File: src/rtl/eccFixPkg.sv
package eccFixPkg;
  typedef enum logic [2:0] {
    ST_IDLE,
    ST_EVAL,
    ST_RD,
    ST_WR,
    ST_FIN
  } fixState_t;

  typedef struct packed {
    logic capture;
    logic setFail;
    logic incIdx;
    logic applyWr;
  } fixStrobe_t;
endpackage

File: src/rtl/eccFixDp.sv
module eccFixDp #(
  parameter int SECTOR   = 512,
  parameter int PAR_N    = 10,
  parameter int ADDR_W   = 10,
  parameter int VAL_W    = 8,
  parameter int NUM_ERR  = 4,
  parameter int HALF     = 16,
  localparam int BUF_W   = $clog2(SECTOR),
  localparam int OFFS_W  = ADDR_W + 1,
  localparam int IDX_W   = $clog2(NUM_ERR),
  localparam int CNT_W   = $clog2(NUM_ERR + 1),
  localparam int PAIRS   = NUM_ERR / 2
) (
  input  logic                   clk,
  input  logic                   rstN,
  input  eccFixPkg::fixStrobe_t  strobe,
  input  logic [PAR_N*8-1:0]     parityBytes,
  input  logic                   syndromeNonzero,
  input  logic [31:0]            statusWord,
  input  logic [2*HALF-1:0]      errAddrPairA,
  input  logic [2*HALF-1:0]      errAddrPairB,
  input  logic [2*HALF-1:0]      errValPairA,
  input  logic [2*HALF-1:0]      errValPairB,
  input  logic [VAL_W-1:0]       bufRdData,
  output logic                   isErased,
  output logic                   synZero,
  output logic [3:0]             stateCode,
  output logic                   lastIdx,
  output logic                   curHit,
  output logic [BUF_W-1:0]       bufAddr,
  output logic [VAL_W-1:0]       bufWrData,
  output logic [CNT_W-1:0]       fixedCount,
  output logic                   failed
);
  logic               erasedQ, synQ;
  logic [3:0]         stateQ;
  logic [IDX_W-1:0]   cntQ, idxQ;
  logic [2*HALF-1:0]  addrPairQ [PAIRS];
  logic [2*HALF-1:0]  valPairQ  [PAIRS];
  logic [ADDR_W-1:0]  entAddr   [NUM_ERR];
  logic [VAL_W-1:0]   entVal    [NUM_ERR];
  logic [OFFS_W-1:0]  offset;

  always_ff @(posedge clk) begin
    if (!rstN) begin
      erasedQ    <= 1'b0;
      synQ       <= 1'b0;
      stateQ     <= '0;
      cntQ       <= '0;
      idxQ       <= '0;
      fixedCount <= '0;
      failed     <= 1'b0;
      addrPairQ  <= '{default: '0};
      valPairQ   <= '{default: '0};
    end else begin
      if (strobe.capture) begin
        erasedQ      <= &parityBytes;
        synQ         <= syndromeNonzero;
        stateQ       <= statusWord[11:8];
        cntQ         <= statusWord[16 +: IDX_W];
        idxQ         <= '0;
        fixedCount   <= '0;
        failed       <= 1'b0;
        addrPairQ[0] <= errAddrPairA;
        addrPairQ[1] <= errAddrPairB;
        valPairQ[0]  <= errValPairA;
        valPairQ[1]  <= errValPairB;
      end
      if (strobe.setFail) failed <= 1'b1;
      if (strobe.incIdx) idxQ <= idxQ + 1'b1;
      if (strobe.applyWr) fixedCount <= fixedCount + 1'b1;
    end
  end

  for (genvar g = 0; g < NUM_ERR; g++) begin : g_entry
    assign entAddr[g] = addrPairQ[g / 2][(g % 2) * HALF +: ADDR_W];
    assign entVal[g]  = valPairQ[g / 2][(g % 2) * HALF +: VAL_W];
  end

  assign offset    = OFFS_W'(SECTOR + 7) - {1'b0, entAddr[idxQ]};
  assign curHit    = offset < OFFS_W'(SECTOR);
  assign bufAddr   = offset[BUF_W-1:0];
  assign bufWrData = bufRdData ^ entVal[idxQ];
  assign isErased  = erasedQ;
  assign synZero   = !synQ;
  assign stateCode = stateQ;
  assign lastIdx   = idxQ == cntQ;
endmodule

File: src/rtl/eccFixCtl.sv
module eccFixCtl (
  input  logic                   clk,
  input  logic                   rstN,
  input  logic                   start,
  input  logic                   isErased,
  input  logic                   synZero,
  input  logic [3:0]             stateCode,
  input  logic                   lastIdx,
  input  logic                   curHit,
  output eccFixPkg::fixStrobe_t  strobe,
  output logic                   bufRdEn,
  output logic                   bufWrEn,
  output logic                   done
);
  import eccFixPkg::*;
  fixState_t stQ, stD;

  always_ff @(posedge clk) begin
    if (!rstN) stQ <= ST_IDLE;
    else       stQ <= stD;
  end

  always_comb begin
    stD     = stQ;
    strobe  = '0;
    bufRdEn = 1'b0;
    bufWrEn = 1'b0;
    done    = 1'b0;
    unique case (stQ)
      ST_IDLE: if (start) begin
        strobe.capture = 1'b1;
        stD = ST_EVAL;
      end
      ST_EVAL: begin
        if (isErased || synZero || stateCode == 4'd0) begin
          stD = ST_FIN;
        end else if (stateCode == 4'd2 || stateCode == 4'd3) begin
          stD = ST_RD;
        end else begin
          strobe.setFail = 1'b1;
          stD = ST_FIN;
        end
      end
      ST_RD: begin
        if (curHit) begin
          bufRdEn = 1'b1;
          stD = ST_WR;
        end else if (lastIdx) begin
          stD = ST_FIN;
        end else begin
          strobe.incIdx = 1'b1;
        end
      end
      ST_WR: begin
        bufWrEn = 1'b1;
        strobe.applyWr = 1'b1;
        if (lastIdx) stD = ST_FIN;
        else begin
          strobe.incIdx = 1'b1;
          stD = ST_RD;
        end
      end
      ST_FIN: begin
        done = 1'b1;
        stD = ST_IDLE;
      end
      default: stD = ST_IDLE;
    endcase
  end
endmodule

File: src/rtl/eccFixApply.sv
module eccFixApply #(
  parameter int SECTOR  = 512,
  parameter int PAR_N   = 10,
  parameter int ADDR_W  = 10,
  parameter int VAL_W   = 8,
  parameter int NUM_ERR = 4,
  parameter int HALF    = 16,
  localparam int BUF_W  = $clog2(SECTOR),
  localparam int CNT_W  = $clog2(NUM_ERR + 1)
) (
  input  logic               clk,
  input  logic               rstN,
  input  logic               start,
  input  logic [PAR_N*8-1:0] parityBytes,
  input  logic               syndromeNonzero,
  input  logic [31:0]        statusWord,
  input  logic [2*HALF-1:0]  errAddrPairA,
  input  logic [2*HALF-1:0]  errAddrPairB,
  input  logic [2*HALF-1:0]  errValPairA,
  input  logic [2*HALF-1:0]  errValPairB,
  input  logic [VAL_W-1:0]   bufRdData,
  output logic [BUF_W-1:0]   bufAddr,
  output logic               bufRdEn,
  output logic               bufWrEn,
  output logic [VAL_W-1:0]   bufWrData,
  output logic               done,
  output logic [CNT_W-1:0]   fixedCount,
  output logic               failed
);
  eccFixPkg::fixStrobe_t strobe;
  logic       isErased, synZero, lastIdx, curHit;
  logic [3:0] stateCode;

  eccFixCtl i_ctl (
    .clk(clk), .rstN(rstN), .start(start),
    .isErased(isErased), .synZero(synZero), .stateCode(stateCode),
    .lastIdx(lastIdx), .curHit(curHit), .strobe(strobe),
    .bufRdEn(bufRdEn), .bufWrEn(bufWrEn), .done(done)
  );

  eccFixDp #(
    .SECTOR(SECTOR), .PAR_N(PAR_N), .ADDR_W(ADDR_W),
    .VAL_W(VAL_W), .NUM_ERR(NUM_ERR), .HALF(HALF)
  ) i_dp (
    .clk(clk), .rstN(rstN), .strobe(strobe),
    .parityBytes(parityBytes), .syndromeNonzero(syndromeNonzero),
    .statusWord(statusWord),
    .errAddrPairA(errAddrPairA), .errAddrPairB(errAddrPairB),
    .errValPairA(errValPairA), .errValPairB(errValPairB),
    .bufRdData(bufRdData),
    .isErased(isErased), .synZero(synZero), .stateCode(stateCode),
    .lastIdx(lastIdx), .curHit(curHit), .bufAddr(bufAddr),
    .bufWrData(bufWrData), .fixedCount(fixedCount), .failed(failed)
  );
endmodule

File: config.mk
export PLATFORM = sky130hd
export DESIGN_NAME = eccFixApply
export DESIGN_NICKNAME = d
export VERILOG_FILES = /design/src/rtl/eccFixPkg.sv /design/src/rtl/eccFixDp.sv /design/src/rtl/eccFixCtl.sv /design/src/rtl/eccFixApply.sv
export SDC_FILE = /design/constraint.sdc
export NUM_CORES = 1
export LEC_CHECK = 0
export CORE_AREA = 4 4 106 108
export CTS_BUF_LIST = sky130_fd_sc_hd__clkbuf_16
export CTS_CLUSTER_DIAMETER = 150
export DETAILED_ROUTE_END_ITERATION = 8
export DIE_AREA = 0 0 110 112
export DONT_BUFFER_PORTS = 1
export GPL_TIMING_DRIVEN = 0
export SLEW_MARGIN = 20
export SYNTH_ARGS = -nofsm -noshare
export SYNTH_HDL_FRONTEND = slang
export SYNTH_SLANG_ARGS = --single-unit
export TNS_END_PERCENT = 50
File: constraint.sdc
create_clock -name clk -period 8.45 [get_ports clk]
set_input_delay 1.2675 -clock clk [delete_from_list [all_inputs] [get_ports clk]]
set_output_delay 1.2675 -clock clk [all_outputs]
set_load 0.005 [all_outputs]
# After elaboration in Yosys (flattened, before gate mapping)
# Cells that the tools add are included.
[classes]
n_addsub = 3
order_cmp = 2
eq_ne = 9
mux = 31
bitwise = 2
reduce_logical = 11
[op_table]
columns = ["cell", "n"]
rows = [
  ["$reduce_and A80 Y1", 1],
  ["$mux W3", 8],
  ["$bmux W10 S2", 1],
  ["$mux W10", 2],
  ["$bmux W8 S2", 1],
  ["$mux W8", 2],
  ["$mux W1", 13],
  ["$pmux W3 S4", 1],
  ["$lt A11 B10 Y1 const B", 1],
  ["$sub A10 B10 Y11 const A", 1],
  ["$eq A4 B2 Y1 const B", 2],
  ["$xor A8 B8 Y8", 1],
  ["$eq A3 B2 Y1 const B", 2],
  ["$reduce_bool A2 Y1", 3],
  ["$logic_not A4 Y1", 1],
  ["$mux W2", 2],
  ["$add A3 B1 Y3 const B", 1],
  ["$eq A3 B1 Y1 const B", 1],
  ["$eq A3 B3 Y1 const B", 1],
  ["$ge A3 B3 Y1 const B", 1],
  ["$logic_not A3 Y1", 1],
  ["$logic_or A1 B1 Y1", 3],
  ["$ne A3 B2 Y1 const B", 1],
  ["$not A2 Y3", 1],
  ["6 further kinds", 6],
]
[totals]
regBits = 117
input_bits = 252

# Longest topological paths before layout
[depth]
ltp_word = 9
ltp_mapped = 11
depth_no_buf = 9

# Modules after synthesis
# A second synthesis with hierarchy kept.
[unflattened]
cells_unflattened = 398
hier_area_um2 = 4312.9
[by_module_without_submodules]
columns = ["module", "instances", "cells_per_inst", "area_each_um2"]
rows = [
  ["eccFixDp", 1, 366, 4052.6],
  ["eccFixCtl", 1, 32, 260.2],
]

# Least setup slack after synthesis
# OpenSTA, ideal clock, no wires.
[synth_timing]
path_kind = "register to output"
from = "register i_dp.idxQ[0]"
to = "output bufRdEn"
arrival_time_ns = 2.579
t_required_ns = 7.183
setup_slack_ns = 4.604
path_stages_with_launch = 10
path_buffers = 1
path_cell_list = "dfxtp_1 > buf_2 > mux4_2 > inv_1 > ha_1 > inv_1 > or4_4 > a211oi_4 > mux2i_1 > nor2_1"
[synth_via]
elab_chain_cells = 8
[synth_rtl]
columns = ["element", "line", "rtl"]
rows = [
  ["from (decl)", "eccFixDp.sv:37", "logic [IDX_W-1:0] cntQ, idxQ;"],
  ["from (signal assigned)", "eccFixDp.sv:70", "if (strobe.incIdx) idxQ <= idxQ + 1'b1;"],
  ["$not A2 Y3 (not written as such)", "eccFixDp.sv:80", "assign offset = OFFS_W'(SECTOR + 7) - {1'b0, entAddr[idxQ]};"],
  ["$bmux W10 S2", "eccFixDp.sv:80", ""],
  ["$mux W10 (not written as such) (2 in a row)", "eccFixDp.sv:80", ""],
  ["$sub A10 B10 Y11", "eccFixDp.sv:80", ""],
  ["named net bufAddr[3]", "eccFixApply.sv:22", "output logic [BUF_W-1:0] bufAddr,"],
  ["$lt A11 B10 Y1", "eccFixDp.sv:81", "assign curHit = offset < OFFS_W'(SECTOR);"],
  ["$mux W1", "eccFixCtl.sv:45", "if (curHit) begin"],
  ["$mux W1", "eccFixCtl.sv:29", "unique case (stQ)"],
  ["to (decl)", "eccFixApply.sv:23", "output logic bufRdEn,"],
]
# The timed path passes the listed nets, and every way through them passes these cells. The select of a mux whose other input is x is not followed.

# Final worst setup path
# Same ends and word-level chain as after synthesis.

==> qor.yml <==
status:
  status: "complete, no violations"
min_path:
  hp-class: "register to register"
  worstHoldStart: "i_dp.entVal[20]"
worst_setup_path:
  critPathRequiredTime_ns: 7.18
  endpoint_kind: "primary output"
  worstPathArrival_ns: 3.27
  crit_start: "i_dp.idxQ[0]"
  r2r-start: "i_dp.idxQ[0]"
  worstSetupPathType: "register to primary output"
  crit_path_start_kind: "register"
  critPathMaxFanout: 9
routing:
  wirelength_um: 12500
  drt_pass1_iterations: 4
  route.detailed.drc: 0
  drt_iter0_markers: 119
  num_vias: 3532
  drtAntennaViolNets: 0
  routedWlPerCell_um: 19.4
  avgViaCountPerCell: 5.50
floorplan:
  die-area_um2: 12300
  io_pins: 276
  core.rowCount: 37
  die_w_um: 110
  start_util: 0.413
  core_um2: 10200
  die_h_um: 112
power_and_ir_drop:
  p_leak_uw: 0.00165
  power_frac_seq: 0.482
  switching_share: 0.250
  ir_worst_vdd_mv: 0.0983
  pwr-share-clk: 0.406
  combPwrFrac: 0.111
  cellPowerDensity_nw_per_um2: 203
  p_int_uw: 713
  p_switching_uw: 237
yosys:
  ys_warn_count: 0
  yosysUniqueCellTypes: 39
  synth_edf_count: 0
  ys_ff_latch: 89
  yosysSeqAreaShare: 0.421
  netlist_instances: 490
  postSynth.asyncResetShare: 0
  syn_nets: 744
  syn_area_um2: 4230
  syn_area_per_cell_um2: 8.63
  ys_dominant_reg_cell: "dfxtp_1"
run:
  max_cap_viol_count: 0
timing:
  worst_slew_pin_slew_ns: 0.673
  period_minus_slack_ns: 4.54
  setup_violations: 0
  clock_skew_ns: 0.00652
  max_slew_margin: 0.551
  slew_violations: 0
  fin_crit_sh: 0.537
  timing.setup.tns_ns: 0
  hold_violations: 0
  worst_hold_slack_ns: 0.459
  rsz0062_at_grt: "no"
  fmax_mhz: 220
cts:
  tritoncts: "done"
  cts.clk_slew.worst_paths_ns: 0.06
  cts-buffers-inserted: 9
  cts_hold_buf: 0
  post_cts_resize_count: 0
  root_buffer: "clkbuf_16"
  cts_max_level: 3
  cts.sinks: 89
  cts_setup_buffers: 0
  clk_latency_ns: 0.33
  cts_buffer_depth: 2
cells_and_area:
  stdcell_area_um2: 4690
  n_antenna_cell: 0
  syn_to_final_growth_pct: 10.9
  drive_gt1_frac: 0.0771
  nets: 755
global_routing:
  grt_pass1_wl_um: 18700
  grt_use_total: 0.198
  overflow: 0
  grt_max_degree: 15
  first_global_vias: 3602
  antenna_found_initial: 0
placed_design:
  io_buffers: 0
  dp_hpwl_um: 10000
  place_area_um2: 4400
  place.gp.congestion: 0.820
[final timing paths]
| kind | end | slack, ns | cells past startpoint |
|---|---|---|---|
| hold reg to reg | i_dp.entVal[20] | 0.46 | 2 |
| hold / removal | i_dp.entVal[20] | 0.46 | 2 |
| setup / recovery | bufRdEn | 3.91 | 9 |
| setup reg to reg | i_dp.idxQ[0] | 5.22 | 10 |
[Yosys cell counts (all sizes together), types with 3 or more instances]
master / count / area share
nand2: 163 / 0.14
dfxtp: 89 / 0.42
a21boi: 79 / 0.14
clkbuf: 28 / 0.025
nand4: 22 / 0.033
mux4: 16 / 0.085
xor2: 12 / 0.025
nor2: 11 / 0.0098
inv: 9 / 0.0080
nor2b: 6 / 0.0089
buf: 5 / 0.0068
mux2i: 5 / 0.012
nor4: 5 / 0.0074
a21oi: 4 / 0.0047
nand2b: 3 / 0.0044
nor3: 3 / 0.0035
o21ai: 3 / 0.0035
xnor2: 3 / 0.0062
[logic make-up after synthesis]
kind of cell,Yosys count,share of synthesized area
adders and majority gates,2,0.00591
muxes,23,0.103
buffers and inverters,42,0.0396
AOI/OAI and AO/OA,94,0.165
xor gates and xnor gates,15,0.0311
DFF,89,0.421
and+or+nand+nor,225,0.234
[per-stage QoR]
step	total power [uW]	setup WS, ns	instances	util
2_1_floorplan	543	4.60	490	-
3_3_place_gp	571	4.27	626	0.430
3_5_place_dp	575	4.24	626	0.430
4_1_cts	958	3.87	642	0.458
5_1_grt	991	3.72	642	0.458
6_report	950	3.91	642	0.458
[worst max-delay path, cell delays in order (launching register included)]
cell	delay, ns
dfxtp_1	0.32
buf_2	0.27
mux4_2	0.59
inv_1	0.08
ha_1	0.20
inv_1	0.05
or4_4	0.53
a211oi_4	0.32
mux2i_1	0.44
nor2_1	0.13
[cell type report]
cell class	instances	area [um2]
Buffer	33	134
Clock buffer	9	225
Clock inverter	7	63.8
Fill cell	1057	5540
Inverter	9	33.8
Multi-Input combinational cell	359	2280
Sequential cell	89	1780
Tap cell	136	170
[power groups by stage]
stage	sequential [uW]	clock [uW]	combinational [uW]
after CTS	458	392	108
after detailed placement	467	0	107
final	458	386	106
after global routing	461	409	121
after floorplan	462	0	80.7
after global placement	467	0	104
[cell usage in the layout, fill, tap and decap left out, types with 2 or more instances in the layout]
cell type,Yosys,routed
dfxtp_1,89,89
clkinv_4,0,2
ha_1,2,2
o21ai_0,2,2
nor4b_1,2,2
a22oi_1,2,2
xor2_1,12,12
clkbuf_1,28,28
a21oi_1,4,4
nor2b_1,6,6
mux4_2,16,16
buf_1,2,2
xnor2_1,3,3
nand4_1,22,22
clkbuf_16,0,9
nand2b_1,3,3
and3_1,2,2
nand2_1,163,163
inv_1,9,11
nor4_1,5,5
mux2i_1,5,5
nand3_1,2,2
a21o_1,2,2
buf_2,2,2
nor2_1,11,11
nor3_1,3,3
a21boi_0,79,79
[per-layer routing]
layer / wire length [um] / global-route usage
met5: 0 / 0
met4: 151 / 0.0524
met3: 1260 / 0.0661
met2: 5700 / 0.310
met1: 5380 / 0.261
[sequential cells by signal, indices dropped and copies added, names as in the netlist]
register and count:
i_dp.cntQ 2, i_dp.addrPairQ 40, i_ctl.stQ 3, i_dp.fixedCount 3, i_dp.synQ 1, i_dp.stateCode 4
i_dp.entVal 32, i_dp.isErased 1, i_dp.failed 1, i_dp.idxQ 2
Note: power is estimated with default switching activity, not from simulation.
